### src/rtl/i2c_tgt_pkg.sv
package i2c_tgt_pkg;

    localparam int unsigned BYTE_W = 8;
    localparam int unsigned ADR_W  = 7;
    localparam int unsigned CNT_W  = 4;

    localparam logic [1:0] RA_CTRL = 2'd0;
    localparam logic [1:0] RA_STAT = 2'd1;
    localparam logic [1:0] RA_BUF  = 2'd2;
    localparam logic [1:0] RA_OWN  = 2'd3;

    typedef enum logic [2:0] {
        ST_IDLE,
        ST_ADDR,
        ST_AHOLD,
        ST_AACK,
        ST_DHOLD,
        ST_DTX,
        ST_DACK,
        ST_IGNORE
    } tgt_state_e;

    typedef struct packed {
        tgt_state_e        st;
        logic [CNT_W-1:0]  cnt;
        logic [BYTE_W-1:0] sh;
        logic [BYTE_W-1:0] dbuf;
        logic [ADR_W-1:0]  own;
        logic              rel;
        logic              hold_en;
        logic              start_ie;
        logic              ack_val;
        logic              start_seen;
        logic              rw;
        logic              data_ind;
        logic              ack_time;
        logic              buf_full;
        logic              ack_stat;
        logic              wcol;
        logic              irq;
        logic              tx_rdy;
        logic              nack_addr;
        logic              scl_oe;
        logic              sda_oe;
    } eng_t;

endpackage

### src/rtl/i2c_line_filter.sv
module i2c_line_filter #(
    parameter int unsigned FILT_LEN = 3
) (
    input  logic clk,
    input  logic rst_n,
    input  logic line_i,
    output logic line_o
);
    localparam int unsigned CW = (FILT_LEN < 2) ? 1 : $clog2(FILT_LEN);
    localparam logic [CW-1:0] CNT_LAST = CW'(FILT_LEN - 1);

    logic          s1_d, s1_q, s2_d, s2_q, out_d, out_q;
    logic [CW-1:0] cnt_d, cnt_q;

    always_comb begin
        s1_d  = line_i;
        s2_d  = s1_q;
        out_d = out_q;
        cnt_d = cnt_q;
        if (s2_q == out_q) begin
            cnt_d = '0;
        end else if (cnt_q == CNT_LAST) begin
            out_d = s2_q;
            cnt_d = '0;
        end else begin
            cnt_d = cnt_q + CW'(1);
        end
    end

    always_ff @(posedge clk or negedge rst_n) begin
        if (!rst_n) begin
            s1_q  <= 1'b1;
            s2_q  <= 1'b1;
            out_q <= 1'b1;
            cnt_q <= '0;
        end else begin
            s1_q  <= s1_d;
            s2_q  <= s2_d;
            out_q <= out_d;
            cnt_q <= cnt_d;
        end
    end

    assign line_o = out_q;

    AST_FILT_AGREE: assert property (@(posedge clk) disable iff (!rst_n)
        !$stable(out_q) |-> ($past(s2_q) == out_q));

endmodule

### src/rtl/i2c_bus_events.sv
module i2c_bus_events (
    input  logic clk,
    input  logic rst_n,
    input  logic scl_f,
    input  logic sda_f,
    output logic scl_rise,
    output logic scl_fall,
    output logic start_ev,
    output logic stop_ev
);
    logic scl_prev_d, scl_prev_q, sda_prev_d, sda_prev_q;

    always_comb begin
        scl_prev_d = scl_f;
        sda_prev_d = sda_f;
    end

    always_ff @(posedge clk or negedge rst_n) begin
        if (!rst_n) begin
            scl_prev_q <= 1'b1;
            sda_prev_q <= 1'b1;
        end else begin
            scl_prev_q <= scl_prev_d;
            sda_prev_q <= sda_prev_d;
        end
    end

    assign scl_rise = scl_f & ~scl_prev_q;
    assign scl_fall = ~scl_f & scl_prev_q;
    assign start_ev = scl_f & scl_prev_q & sda_prev_q & ~sda_f;
    assign stop_ev  = scl_f & scl_prev_q & ~sda_prev_q & sda_f;

endmodule

### src/rtl/i2c_tgt_engine.sv
module i2c_tgt_engine
    import i2c_tgt_pkg::*;
(
    input  logic              clk,
    input  logic              rst_n,
    input  logic              scl_f,
    input  logic              sda_f,
    input  logic              scl_rise,
    input  logic              scl_fall,
    input  logic              start_ev,
    input  logic              stop_ev,
    input  logic              reg_wr,
    input  logic              reg_rd,
    input  logic [1:0]        reg_addr,
    input  logic [BYTE_W-1:0] reg_wdata,
    output logic [BYTE_W-1:0] reg_rdata,
    output logic              scl_oe,
    output logic              sda_oe,
    output logic              irq
);
    localparam logic [CNT_W-1:0] ADR_BITS = CNT_W'(BYTE_W);
    localparam logic [CNT_W-1:0] TX_LAST  = CNT_W'(BYTE_W - 1);

    eng_t d, q;
    logic addr_hit;

    assign addr_hit = (q.sh[BYTE_W-1:1] == q.own) && q.sh[0];

    always_comb begin
        d = q;

        if (reg_wr) begin
            case (reg_addr)
                RA_CTRL: begin
                    d.rel      = reg_wdata[0];
                    d.hold_en  = reg_wdata[1];
                    d.start_ie = reg_wdata[2];
                    d.ack_val  = reg_wdata[3];
                end
                RA_STAT: begin
                    if (reg_wdata[6]) d.wcol = 1'b0;
                    if (reg_wdata[7]) d.irq  = 1'b0;
                end
                RA_BUF: begin
                    if (q.st == ST_DHOLD && !q.buf_full) begin
                        d.dbuf     = reg_wdata;
                        d.buf_full = 1'b1;
                        d.tx_rdy   = 1'b1;
                    end else begin
                        d.wcol = 1'b1;
                    end
                end
                default: d.own = reg_wdata[ADR_W-1:0];
            endcase
        end
        if (reg_rd && reg_addr == RA_BUF) begin
            d.buf_full = 1'b0;
        end

        case (q.st)
            ST_ADDR: begin
                if (scl_rise) begin
                    d.sh  = {q.sh[BYTE_W-2:0], sda_f};
                    d.cnt = q.cnt + CNT_W'(1);
                end else if (scl_fall && q.cnt == ADR_BITS) begin
                    if (addr_hit) begin
                        d.dbuf     = q.sh;
                        d.buf_full = 1'b1;
                        d.rw       = 1'b1;
                        d.data_ind = 1'b0;
                        d.ack_time = 1'b1;
                        if (q.hold_en) begin
                            d.st     = ST_AHOLD;
                            d.rel    = 1'b0;
                            d.irq    = 1'b1;
                            d.scl_oe = 1'b1;
                            d.sda_oe = ~d.ack_val;
                        end else begin
                            d.st        = ST_AACK;
                            d.nack_addr = 1'b0;
                            d.sda_oe    = 1'b1;
                        end
                    end else begin
                        d.st = ST_IGNORE;
                    end
                end
            end
            ST_AHOLD: begin
                d.scl_oe = 1'b1;
                d.sda_oe = ~d.ack_val;
                if (d.rel) begin
                    d.st        = ST_AACK;
                    d.scl_oe    = 1'b0;
                    d.nack_addr = d.ack_val;
                end
            end
            ST_AACK: begin
                if (scl_fall) begin
                    d.ack_time = 1'b0;
                    d.sda_oe   = 1'b0;
                    if (q.nack_addr) begin
                        d.st = ST_IGNORE;
                    end else begin
                        d.st     = ST_DHOLD;
                        d.rel    = 1'b0;
                        d.irq    = 1'b1;
                        d.scl_oe = 1'b1;
                        d.tx_rdy = 1'b0;
                    end
                end
            end
            ST_DHOLD: begin
                d.scl_oe = 1'b1;
                d.sda_oe = d.tx_rdy & ~d.dbuf[BYTE_W-1];
                if (d.rel && d.tx_rdy) begin
                    d.st       = ST_DTX;
                    d.sh       = d.dbuf;
                    d.cnt      = '0;
                    d.buf_full = 1'b0;
                    d.tx_rdy   = 1'b0;
                    d.scl_oe   = 1'b0;
                end
            end
            ST_DTX: begin
                if (scl_fall) begin
                    if (q.cnt == TX_LAST) begin
                        d.st     = ST_DACK;
                        d.sda_oe = 1'b0;
                    end else begin
                        d.sh     = {q.sh[BYTE_W-2:0], 1'b0};
                        d.cnt    = q.cnt + CNT_W'(1);
                        d.sda_oe = ~q.sh[BYTE_W-2];
                    end
                end
            end
            ST_DACK: begin
                if (scl_rise) begin
                    d.ack_stat = sda_f;
                end else if (scl_fall) begin
                    if (q.ack_stat) begin
                        d.st     = ST_IDLE;
                        d.scl_oe = 1'b0;
                        d.sda_oe = 1'b0;
                    end else begin
                        d.st       = ST_DHOLD;
                        d.rel      = 1'b0;
                        d.irq      = 1'b1;
                        d.scl_oe   = 1'b1;
                        d.data_ind = 1'b1;
                    end
                end
            end
            default: begin
                d.scl_oe = 1'b0;
                d.sda_oe = 1'b0;
            end
        endcase

        if (start_ev) begin
            d.st         = ST_ADDR;
            d.cnt        = '0;
            d.scl_oe     = 1'b0;
            d.sda_oe     = 1'b0;
            d.tx_rdy     = 1'b0;
            d.start_seen = 1'b1;
            if (q.start_ie) d.irq = 1'b1;
        end else if (stop_ev) begin
            d.st         = ST_IDLE;
            d.scl_oe     = 1'b0;
            d.sda_oe     = 1'b0;
            d.tx_rdy     = 1'b0;
            d.start_seen = 1'b0;
        end
    end

    always_ff @(posedge clk or negedge rst_n) begin
        if (!rst_n) begin
            q <= '0;
        end else begin
            q <= d;
        end
    end

    always_comb begin
        case (reg_addr)
            RA_CTRL: reg_rdata = {4'b0, q.ack_val, q.start_ie, q.hold_en, q.rel};
            RA_STAT: reg_rdata = {q.irq, q.wcol, q.ack_stat, q.buf_full,
                                  q.ack_time, q.data_ind, q.rw, q.start_seen};
            RA_BUF:  reg_rdata = q.dbuf;
            default: reg_rdata = {1'b0, q.own};
        endcase
    end

    assign scl_oe = q.scl_oe;
    assign sda_oe = q.sda_oe;
    assign irq    = q.irq;

    AST_ADDR_HOLD: assert property (@(posedge clk) disable iff (!rst_n)
        (scl_fall && q.st == ST_ADDR && q.cnt == ADR_BITS && addr_hit && q.hold_en)
        |=> (q.scl_oe && !q.rel && q.irq && q.st == ST_AHOLD));

    AST_POST_ACK_HOLD: assert property (@(posedge clk) disable iff (!rst_n)
        (q.st == ST_AACK && scl_fall && !q.nack_addr)
        |=> (q.st == ST_DHOLD && q.scl_oe && !q.rel && !q.ack_time));

    AST_SDA_SCL_LOW: assert property (@(posedge clk) disable iff (!rst_n)
        ((d.sda_oe != q.sda_oe) && !start_ev && !stop_ev) |-> !scl_f);

    AST_NACK_RELEASE: assert property (@(posedge clk) disable iff (!rst_n)
        (q.st == ST_DACK && scl_fall && q.ack_stat)
        |=> (!q.scl_oe && !q.sda_oe && q.st == ST_IDLE));

    AST_WCOL_KEEP: assert property (@(posedge clk) disable iff (!rst_n)
        (reg_wr && reg_addr == RA_BUF && q.buf_full && q.st != ST_ADDR)
        |=> (q.wcol && $stable(q.dbuf)));

    AST_STOP_IDLE: assert property (@(posedge clk) disable iff (!rst_n)
        stop_ev |=> (!q.scl_oe && !q.sda_oe && !q.start_seen && q.st == ST_IDLE));

endmodule

### src/rtl/i2c_rd_target.sv
module i2c_rd_target #(
    parameter int unsigned FILT_LEN = 3
) (
    input  logic       clk,
    input  logic       rst_n,
    input  logic       scl_i,
    input  logic       sda_i,
    output logic       scl_oe,
    output logic       sda_oe,
    input  logic       reg_wr,
    input  logic       reg_rd,
    input  logic [1:0] reg_addr,
    input  logic [7:0] reg_wdata,
    output logic [7:0] reg_rdata,
    output logic       irq
);
    localparam int unsigned N_LINES = 2;

    logic [N_LINES-1:0] raw_lines;
    logic [N_LINES-1:0] filt_lines;
    logic scl_rise, scl_fall, start_ev, stop_ev;

    assign raw_lines = {sda_i, scl_i};

    for (genvar g = 0; g < N_LINES; g++) begin : g_filt
        i2c_line_filter #(.FILT_LEN(FILT_LEN)) u_filt (
            .clk    (clk),
            .rst_n  (rst_n),
            .line_i (raw_lines[g]),
            .line_o (filt_lines[g])
        );
    end

    i2c_bus_events u_evt (
        .clk      (clk),
        .rst_n    (rst_n),
        .scl_f    (filt_lines[0]),
        .sda_f    (filt_lines[1]),
        .scl_rise (scl_rise),
        .scl_fall (scl_fall),
        .start_ev (start_ev),
        .stop_ev  (stop_ev)
    );

    i2c_tgt_engine u_eng (
        .clk       (clk),
        .rst_n     (rst_n),
        .scl_f     (filt_lines[0]),
        .sda_f     (filt_lines[1]),
        .scl_rise  (scl_rise),
        .scl_fall  (scl_fall),
        .start_ev  (start_ev),
        .stop_ev   (stop_ev),
        .reg_wr    (reg_wr),
        .reg_rd    (reg_rd),
        .reg_addr  (reg_addr),
        .reg_wdata (reg_wdata),
        .reg_rdata (reg_rdata),
        .scl_oe    (scl_oe),
        .sda_oe    (sda_oe),
        .irq       (irq)
    );

endmodule

### config.mk
export PLATFORM = sky130hd
export DESIGN_NAME = i2c_rd_target
export DESIGN_NICKNAME = d
export VERILOG_FILES = /design/src/rtl/i2c_tgt_pkg.sv /design/src/rtl/i2c_line_filter.sv /design/src/rtl/i2c_bus_events.sv /design/src/rtl/i2c_tgt_engine.sv /design/src/rtl/i2c_rd_target.sv
export SDC_FILE = /design/constraint.sdc
export NUM_CORES = 1
export LEC_CHECK = 0
export BUFFER_PORTS_ARGS = -buffer_cell sky130_fd_sc_hd__buf_2
export CAP_MARGIN = 5
export CORE_MARGIN = 2
export CORE_UTILIZATION = 60
export CTS_CLUSTER_SIZE = 30
export DETAILED_ROUTE_END_ITERATION = 7
export PLACE_DENSITY = 0.85
export SLEW_MARGIN = 20
export SYNTH_ARGS = -nofsm -noshare
export SYNTH_HDL_FRONTEND = slang
export SYNTH_SLANG_ARGS = --single-unit
### constraint.sdc
create_clock -name clk -period 2.9 [get_ports clk]
set_clock_uncertainty 0.15 [all_clocks]
set_input_delay 0.29 -clock clk [delete_from_list [all_inputs] [get_ports clk]]
set_output_delay 0.29 -clock clk [all_outputs]
set_load 0.1 [all_outputs]
* Yosys cells after proc, flatten, opt, wreduce, memory -nomap -nowiden
Index checks and enable logic that the tools add are counted.
Operators by class: add/subtract/negate cells 3, multiply operators 0, divide/modulo/power cells 0, $lt $le $gt $ge 0, eq/ne operators 48, shifts and indexed selects 0, muxes and demuxes 106, bitwise gates (word level) 19, reductions and logical operators 31
Operators with widths (number):
- $mux 3 | 17
- $mux 1 | 48
- $mux 8 | 6
- $ne 4x3->1 const B | 9
- $pmux 12 s3 | 1
- $mux 15 | 2
- $mux 2 | 14
- $mux 12 | 2
- $pmux 8 s3 | 1
- $mux 19 | 1
- $ne 2x2->1 const B | 9
- $pmux 3 s6 | 1
- $ne 4x4->1 const B | 4
- $reduce_and 5->1 | 3
- $ne 2x1->1 const B | 6
- $ne 3x3->1 const B | 4
- $pmux 1 s2 | 6
- $pmux 1 s6 | 2
- $not 1->1 | 11
- $reduce_and 10->1 | 1
- $reduce_and 2->1 | 5
- $reduce_bool 2->1 | 5
- $eq 3x3->1 const B | 3
- $reduce_and 9->1 | 1
- 26 further kinds | 45
Storage, ports and cells: flip-flop bits (word level) 58, bits in latches 0, bits in writable memories 0, memory bits (read-only) 0, output and inout port bits 11, memories kept 0

* Logic depth before layout (Yosys ltp)
Gate-level depths: netlist of the first run.
depth after elaboration 13, depth in mapped cells 8, depth with buffers taken out 7

* Hierarchy
Synthesis of the first run repeated with hierarchy kept, for this count alone.
Unflattened totals: cell total of the unflattened synthesis 324, area, all modules 3305.7 sq um
By module, submodules not included:
- i2c_tgt_engine | times used 1, cells each 298, area an instance 2862.7 sq um, sequential area each 1151.1 sq um
- i2c_line_filter | times used 2, cells each 10, area an instance 178.9 sq um, sequential area each 128.9 sq um
- i2c_bus_events | times used 1, cells each 6, area an instance 85.1 sq um, sequential area each 52.6 sq um

* Worst setup path after synthesis of the first run
Ideal clock, no wire load.
kind flip-flop to output port, from reg u_eng.q, in the netlist u_eng.irq, to out reg_rdata[7], arrival time 1.794 ns, data required time 2.460 ns, path slack 0.666 ns, stages on the path, launching flop included 2, buffers on the path 0, path through dfrtp_1 a22o_1
Between the ends: word-level cells in the longest chain between the ends 1
Ends and longest elaborated chain:
- from (decl) | line i2c_tgt_engine.sv:24 | eng_t d, q;
- from (signal assigned) | line i2c_tgt_engine.sv:178 | q <= '0;
- from (signal assigned) | line i2c_tgt_engine.sv:180 | q <= d;
- $pmux 8 s3 | line i2c_tgt_engine.sv:185 | case (reg_addr)
- to (decl) | line i2c_rd_target.sv:14 | output logic [7:0] reg_rdata,
No other way between the ends.

* Worst setup path after layout of the first run
from reg u_eng.q[43] (netlist bit), to reg u_eng.q[35] (netlist bit)
Between the ends: word-level cells in the longest chain between the ends 8, elaborated cells on any way between the ends 19, classes of those cells eq/ne (7); mux (8); reduce/logical (4)
Ends and longest elaborated chain:
- $eq 3x3->1 | line i2c_tgt_engine.sv:45, i2c_tgt_engine.sv:60
- $logic_and 1x1->1 | line i2c_tgt_engine.sv:45 | if (q.st == ST_DHOLD && !q.buf_full) begin
- $mux 1 | line i2c_tgt_engine.sv:45
- $mux 1 | line i2c_tgt_engine.sv:33 | case (reg_addr)
- $mux 2 | line i2c_tgt_engine.sv:32 | if (reg_wr) begin
- $logic_and 1x1->1 | line i2c_tgt_engine.sv:115 | if (d.rel && d.tx_rdy) begin
- $ne 2x2->1 (no line)
- $reduce_and 5->1 (no line)
Parallel ways exist; a longest one is shown, timed or not. The select of a mux whose other input is x is not followed. A chain may end at the register's enable or synchronous reset.

==> out/metrics.yaml, run 1 <==
cts_buffers: 9
yosys_warnings: 0
synth_top_area_share_pct: 38.52
cp_common_cell: "a21oi_1"
drc_errors: 0
drtAntennaViolNets: 0
cts_resized: 0
grt_busiest_layer: "met2"
fin_area_sq_um: 3740
grtUsageMet3_pct: 7.674
yosys-top-cells-area: "dfrtp_1 39%, dfstp_2 6.5%, mux2_2 5.9%"
worstSetupPathType: "reg -> reg"
synth.most_common_cell: "dfrtp_1"
areaGrowthSynthToFinish_pct: 15.14
wl_per_cell_um: 19.08
critPathMaxFanout: 18
cts_tree: "yes"
layout-drive-gt1-share_pct: 26.10
cp_top_family: "simple AND/OR/NAND/NOR gates"
path_cells: "and2b_1 -> a21oi_1 -> a21oi_1 -> nand2_2 -> mux2_1"
synth_ff_type: "dfrtp_1"
hold_ws_ps: 61.57
slowest_stage: "dfrtp_1"
synthTopCellsByCount: "50 x dfrtp_1, 29 x a21oi_1, 26 x nor2_1, 17 x mux2_2, 17 x nand2b_1"
core_sq_um: 5172
grt_pass1_wl_um: 12880
syn_area_sq_um: 3248
multi_input_area_sq_um: 1715
ctsHoldBuffers: 3
fillCellCount: 347
worstSkewPairLatency_ps: 350
clk_path_buf_depth: 2
seq_area_frac_synth_pct: 44.99
track_usage_pct: 28.03
tns_ps: 0
yosysTopAreaCell: "dfrtp_1"
status: "completed"
synth_nets: 321
leakage_nw: 1.633
max_freq_ghz: 0.4409
maxCapViolCount: 0
postCtsSetupRepairBufs: 0
slew_headroom_pct: 51.24
place_area_sq_um: 3462
drt_iter0_drc: 350
finalSetupViolations: 0
htreeDepth: 3
clk_pin_slew_worst_paths_ps: 60
vias_per_cell: 6.409
dieArea_sq_um: 6018
met1_usage_pct: 37.92
gp_congestion: 0.9325
num_io_pins: 27
dp_hpwl_um: 5612
clockRootBuffer: "clkbuf_8"
grt_max_degree: 35
die_y_um: 77.58
initial_core_util_pct: 62.80
grt_pass1_vias: 2510
rr_worst_depth: 5
yosysUniqueCellTypes: 64
fin_crit_ps: 2268
synth_edf_count: 0
startpoint_type: "flip-flop"
io_buffers: 26
die_w_um: 77.58
wirelength_um: 7841
syn_avg_cell_area_sq_um: 10.72
min_period_over_period_pct: 78.20
final-seq-area_sq_um: 1461
syn_inst: 303
cp.required_ps: 2970
worstPathArrival_ps: 2340
async_reset_ff_share_pct: 100.0
hold_viol: 0
cp-end-kind: "flip-flop"
hold_depth: 2
ys_ff_latch: 58
path_depth: 5
drv_slew: 0
met2_usage_pct: 41.91
cellPowerDensity_nw_per_um2: 1139
antenna_found_initial: 0
clock_sinks: 58
path_buf_inv: 0
rsz0062_at_grt: "no"
vias: 2634
tightestPinTransition_ps: 731.4
num_antenna_cells: 0
overflow: 0
row_count: 26
peakVddDrop_mv: 0.6019
firstDrtPassIters: 6
slowest_delay_ps: 560
nNetsFinal: 354
hp-class: "in -> reg"
worst paths after layout:
check,start,endpoint,slack [ps]
max,u_eng.q[43]$_DFFE_PN0P_,u_eng.q[35]$_DFFE_PN0P_,630
min,reg_wdata[5],u_eng.q[21]$_DFFE_PN0P_,60
max reg2reg,u_eng.q[43]$_DFFE_PN0P_,u_eng.q[35]$_DFFE_PN0P_,630
min reg2reg,g_filt[0].u_filt.s1_q$_DFF_PN1_,g_filt[0].u_filt.s2_q$_DFF_PN1_,200
max in group asynchronous,rst_n,u_eng.q[33]$_DFFE_PN0P_,1450
min in group asynchronous,rst_n,g_filt[0].u_filt.cnt_q[1]$_DFF_PN0_,310
logic make-up after synthesis:
family	Yosys count	share of synthesized area (%)
simple gates	99	18.34
buf+inv	19	2.350
compound gates	75	15.87
fa+ha+maj	2	0.7703
mux	40	14.98
flops	58	44.99
xor+xnor	10	2.696
placed cells by master, fill, tap and decap left out, types with 3 or more instances in the layout:
master,count
xnor2_1,6
buf_2,26
buf_4,6
a21o_1,4
nor2_1,26
inv_1,6
nand2b_1,17
nand2_1,7
xor2_1,4
o21ai_0,5
mux4_2,4
mux2i_1,9
nor2b_1,8
nand3_1,8
a22o_1,8
dfrtp_1,50
clkbuf_8,13
mux2_2,17
a21oi_1,29
dlygate4sd3_1,3
a31oi_1,6
nor3_1,5
dfstp_2,8
mux2_1,9
per-stage QoR:
step,worst slack (ps),power (mW),util (%),cells
floorplan,665.8,2.870,-,303
global placement,675.0,3.243,66.93,392
detailed placement,639.1,3.315,66.93,392
CTS,661.9,4.232,72.30,411
global route,470.2,4.480,72.30,411
finish,632.1,4.259,72.30,411
metal layers:
| layer | vias to the layer above | wire [um] | share of wire (%) |
|---|---|---|---|
| li1 | 1192 | - | - |
| met1 | 1277 | 3300 | 42 |
| met2 | 135 | 3694 | 47 |
| met3 | 30 | 597 | 7.6 |
| met4 | 0 | 248 | 3.2 |
| met5 | - | 0 | 0 |
registers in the layout, indices dropped and copies added, names as in the netlist:
name / flops
u_eng.sda_oe: 1
g_filt.u_filt.s1_q: 2
u_evt.sda_prev_q: 1
u_eng.q: 43
g_filt.u_filt.s2_q: 2
g_filt.u_filt.cnt_q: 4
u_eng.scl_oe: 1
g_filt.u_filt.line_o: 2
u_eng.irq: 1
u_evt.scl_prev_q: 1
where the power goes:
part	switching [mW]	leakage, nW	internal, mW
combinational	1.17	0.831	0.718
sequential	0.345	0.677	1.12
clock	0.327	0.126	0.579
final cells by class:
type	count	area share (%)
multi-input cells	226	45.87
inverters	6	0.6022
repair buffers	35	5.487
clock inverters	3	1.840
well taps	70	2.342
clock buffers	13	4.784
flip-flops and latches	58	39.08
(Power assumes the default switching activity.)
==> run 2: changes to the inputs <==
- clock period: 2.9 -> 2.1 ns (I/O delays scaled with it)
==> out/metrics.yaml, run 2 (synthesis results as in run 1) <==
internal_power_mw: 3.478
fin_cells: 442
cp_top_family: "compound AO/OA/AOI/OAI gates"
power.net_switching_mw: 2.751
finalPower_mw: 6.229
peakVddDrop_mv: 1.097
clk_pin_slew_worst_paths_ps: 70
critPathMaxFanout: 12
slowest_stage: "dfrtp_1"
num_antenna_cells: 0
wirelength_um: 9119
drc_errors: 0
cellPowerDensity_nw_per_um2: 1529
path_cells: "buf_4 -> nand2b_1 -> o21ai_0 -> a211o_1 -> o21ai_0 -> mux2_4"
tns_ps: 0
finalSetupViolations: 0
htreeDepth: 3
vias_per_cell: 6.475
slowest_delay_ps: 510
drtAntennaViolNets: 0
met1_length_um: 3571
regMostFlops: "u_eng.q"
dp_hpwl_um: 6089
hold_viol: 0
vias: 2862
leakage_nw: 1.827
nNetsFinal: 385
cp.required_ps: 2240
hp-class: "in -> reg"
row_count: 26
p_clk_share_pct: 17.6
final_cell_mix: "50 x dfrtp_1, 30 x buf_4, 28 x a21oi_1"
power_frac_comb_pct: 50.5
grt_max_degree: 23
clockRootBuffer: "clkbuf_8"
cp-end-kind: "flip-flop"
largest_reg_flops: 43
top_regs: "u_eng.q: 43 flops, g_filt.u_filt.cnt_q: 4 flops"
rsz0062_at_grt: "yes"
switching_share_pct: 44.17
startpoint_type: "flip-flop"
met2_length_um: 4511
grt_pass1_wl_um: 14720
track_usage_pct: 32.49
layout-drive-gt1-share_pct: 32.53
drv_slew: 0
min_period_over_period_pct: 99.73
die_w_um: 77.58
grt_pass1_vias: 2895
highest_layer: "met4"
clk_path_buf_depth: 2
power_frac_seq_pct: 31.9
maxCapViolCount: 0
final_util_pct: 78.74
io_buffers: 26
worstSkewPairLatency_ps: 340
clock_sinks: 58
path_buf_inv: 1
core_sq_um: 5172
cts_tree: "yes"
die_y_um: 77.58
drt_iter0_drc: 285
tightestPinTransition_ps: 540.1
initial_core_util_pct: 62.80
cts_buffers: 9
overflow: 0
cp_common_cell: "o21ai_0"
worstSetupPathType: "reg -> reg"
antenna_found_initial: 0
num_io_pins: 27
wl_per_cell_um: 20.63
worstPathArrival_ps: 2230
dieArea_sq_um: 6018
slew_headroom_pct: 64.00
areaGrowthSynthToFinish_pct: 25.39
firstDrtPassIters: 6
mostFrequentLayoutCell: "dfrtp_1"
gp_congestion: 0.9268
dp_cells: 415
fin_crit_ps: 2094
status: "completed"
route.met3.wl_um: 701
max_freq_ghz: 0.4775
run 2: cell count changes in the layout (fill, tap and decap cells not counted), moves of 2 or more:
cell,delta
nand2_2,-2
nand2_4,+2
clkinv_2,+2
buf_12,+4
dlygate4sd3_1,+7
buf_2,-4
buf_4,+24
run 2: through the flow:
| stage | hold WS [ps] | cell area (sq um) | worst slack (ps) |
|---|---|---|---|
| 3_3_place_gp | 68.73 | 3696 | 46.07 |
| 2_1_floorplan | -235.6 | 3249 | 81.75 |
| 5_1_grt | 18.31 | 4073 | -107.9 |
| 3_5_place_dp | 68.24 | 3696 | -0.9351 |
| 4_1_cts | 14.38 | 4014 | -5.120 |
| 6_report | 26.11 | 4073 | 5.662 |
run 2: path summary, 6_finish.rpt:
check                                           startpoint                         endpoint  slack [ps]  cells after the start
hold / removal                                reg_wdata[0]          u_eng.q[16]$_DFFE_PN0P_          30                      2
setup / recovery                   u_eng.q[45]$_DFFE_PN0P_          u_eng.q[43]$_DFFE_PN0P_           6                      6
min in group asynchronous                            rst_n          u_eng.q[44]$_DFFE_PN0P_         230                      2
max in group asynchronous                            rst_n       u_evt.sda_prev_q$_DFF_PN1_         850                      3
hold reg to reg            g_filt[0].u_filt.s1_q$_DFF_PN1_  g_filt[0].u_filt.s2_q$_DFF_PN1_         210                      0
setup reg to reg                   u_eng.q[45]$_DFFE_PN0P_          u_eng.q[43]$_DFFE_PN0P_           6                      6
run 2: layout make-up:
| class | count | area [sq um] |
|---|---|---|
| repair buffers | 66 | 515.5 |
| fillers | 290 | 1100 |
| clock buffers | 12 | 165.2 |
| inverters | 6 | 22.52 |
| clock inverters | 4 | 48.80 |
| multi-input cells | 226 | 1772 |
| flip-flops and latches | 58 | 1461 |
| well taps | 70 | 87.58 |
run 2: power by group through the flow:
| stage | Clock (mW) | Combinational, mW | Sequential, mW |
|---|---|---|---|
| final | 1.10 | 3.14 | 1.99 |
| after global routing | 1.16 | 3.35 | 2.03 |
| after CTS | 1.10 | 2.97 | 1.95 |
| after detailed placement | 0 | 2.91 | 1.97 |
| after global placement | 0 | 2.79 | 1.93 |
| after floorplan | 0 | 1.98 | 1.99 |
run 2: routing by layer:
| metal | vias up | global-route usage, % |
|---|---|---|
| met4 | 0 | 15.89 |
| met3 | 43 | 9.767 |
| li1 | 1257 | - |
| met1 | 1395 | 39.94 |
| met2 | 167 | 52.35 |
| met5 | - | 0 |
run 2: what timing repair did:
| action | CTS | global route |
|---|---|---|
| setup endpoints to repair | 1 | 21 |
| buffers inserted | 0 | 1 |
| hold buffers | 10 | 0 |
| gates resized for setup | 1 | 10 |
| pin swaps | 0 | 1 |
| hold endpoints to repair | 26 | 0 |
==> run 3: changes to the inputs <==
- CORE_ASPECT_RATIO: unset -> 0.8
==> out/metrics.yaml, run 3 (synthesis results as in run 1) <==
status: "finished, violations left"
failed_checks: "setup timing"
dieArea_sq_um: 6022
clk_path_buf_depth: 2
overflow: 0
top_regs: "u_eng.q: 43 flops, g_filt.u_filt.cnt_q: 4 flops"
drtAntennaViolNets: 0
min_period_over_period_pct: 112.3
drt_iter0_drc: 430
vias: 3001
final_util_pct: 81.29
hold_depth: 3
worstPathArrival_ps: 2500
antenna_found_initial: 0
gp_congestion: 0.9442
rsz0062_at_grt: "yes"
clockRootBuffer: "clkbuf_8"
cp.required_ps: 2240
largest_reg_flops: 43
drv_slew: 0
htreeDepth: 3
fin_area_sq_um: 4164
clock_sinks: 58
cp_top_family: "simple AND/OR/NAND/NOR gates"
maxCapViolCount: 0
hp-class: "in -> reg"
path_depth: 8
wirelength_um: 10430
initial_core_util_pct: 63.41
dp_hpwl_um: 6282
worstHoldStart: "reg_rd"
cts_tree: "yes"
tightestPinTransition_ps: 626.6
finalSetupViolations: 17
grt_pass1_wl_um: 14910
crit_start: "u_eng.q[40]$_DFFE_PN0P_"
rr_worst_depth: 8
final-seq-area_sq_um: 1461
nNetsFinal: 389
num_io_pins: 27
startpoint_type: "flip-flop"
row_count: 23
fin_cells: 438
core_sq_um: 5122
fillCellCount: 271
grt_max_degree: 36
firstDrtPassIters: 5
wl_per_cell_um: 23.81
finalPower_mw: 6.337
r2r_start: "u_eng.q[40]$_DFFE_PN0P_"
place_area_sq_um: 3686
cellPowerDensity_nw_per_um2: 1522
fin_crit_ps: 2357
die_w_um: 86.26
multi_input_area_sq_um: 1843
track_usage_pct: 33.15
hold_viol: 0
leakage_nw: 1.835
pre_cts_slack_ps: 4.281
slowest_stage: "dfrtp_1"
slew_headroom_pct: 58.09
path_buf_inv: 2
io_buffers: 26
num_antenna_cells: 0
clk_pin_slew_worst_paths_ps: 70
critPathMaxFanout: 4
peakVddDrop_mv: 0.9974
regMostFlops: "u_eng.q"
cts_buffers: 9
fin_ws_ps: -257.4
layout-drive-gt1-share_pct: 35.64
die_y_um: 69.81
path_cells: "inv_1 -> ha_2 -> nand4b_1 -> nor4b_4 -> buf_4 -> nand4_1 -> a21oi_1 -> a221o_1"
dp_cells: 407
grt_pass1_vias: 2843
cp-end-kind: "flip-flop"
max_freq_ghz: 0.4242
worstSkewPairLatency_ps: 350
areaGrowthSynthToFinish_pct: 28.20
drc_errors: 0
mostFrequentLayoutCell: "dfrtp_1"
worstSetupPathType: "reg -> reg"
vias_per_cell: 6.852
final_cell_mix: "50 x dfrtp_1, 33 x buf_4, 27 x a21oi_1"
slowest_delay_ps: 430
-- run 3: where the power goes --
part           internal (mW)  switching, mW  leakage, nW
sequential              1.55          0.483        0.677
clock                  0.520          0.485       0.0944
combinational           1.33           1.96         1.06
total                   3.40           2.93         1.84
-- run 3: tightest hold or removal path: cells and delay by family --
family	cells	cell delay, ps
AOI/OAI and AO/OA	1	130
buffers and inverters	1	80
and+or+nand+nor	1	60
-- run 3: cell type report --
type                            instances  area share, %
Tap cell                               62          1.863
Clock buffer                           12          3.966
Clock inverter                          4         0.6010
Sequential cell                        58          35.10
Inverter                                6         0.5409
Timing Repair Buffer                   70          13.67
Multi-Input combinational cell        226          44.26
-- run 3: path summary, 6_finish.rpt --
check                                                  endpoint  slack (ps)
worst min-delay path                       u_eng.q[7]$_DFF_PN0_          20
worst max register to register              u_eng.irq$_DFF_PN0_        -260
worst min register to register  g_filt[1].u_filt.s2_q$_DFF_PN1_         210
min in group asynchronous              u_eng.scl_oe$_DFFE_PN0P_         240
max in group asynchronous       g_filt[1].u_filt.s2_q$_DFF_PN1_        1160
worst max-delay path                        u_eng.irq$_DFF_PN0_        -260
-- run 3: repair_timing --
action,4_1_cts,5_1_grt
resized for setup,1,27
hold endpoints to repair,59,0
pin swaps,0,5
setup endpoints to repair,6,20
buffers inserted,1,5
hold buffers,8,0
cloned,0,1
-- run 3: metal layers --
metal	wire (um)	global-route usage, %	vias to the layer above
met1	4041	44.45	1463
met3	1081	13.10	51
li1	-	-	1261
met5	0	0	-
met2	4803	50.22	226
met4	501	9.201	0
-- run 3: stage by stage --
stage / hold slack [ps] / setup TNS, ps
4_1_cts: 6.251 / 0
6_report: 20.26 / -2471
5_1_grt: 3.606 / -3954
3_3_place_gp: 73.11 / 0
3_5_place_dp: 83.58 / 0
2_1_floorplan: -235.6 / 0
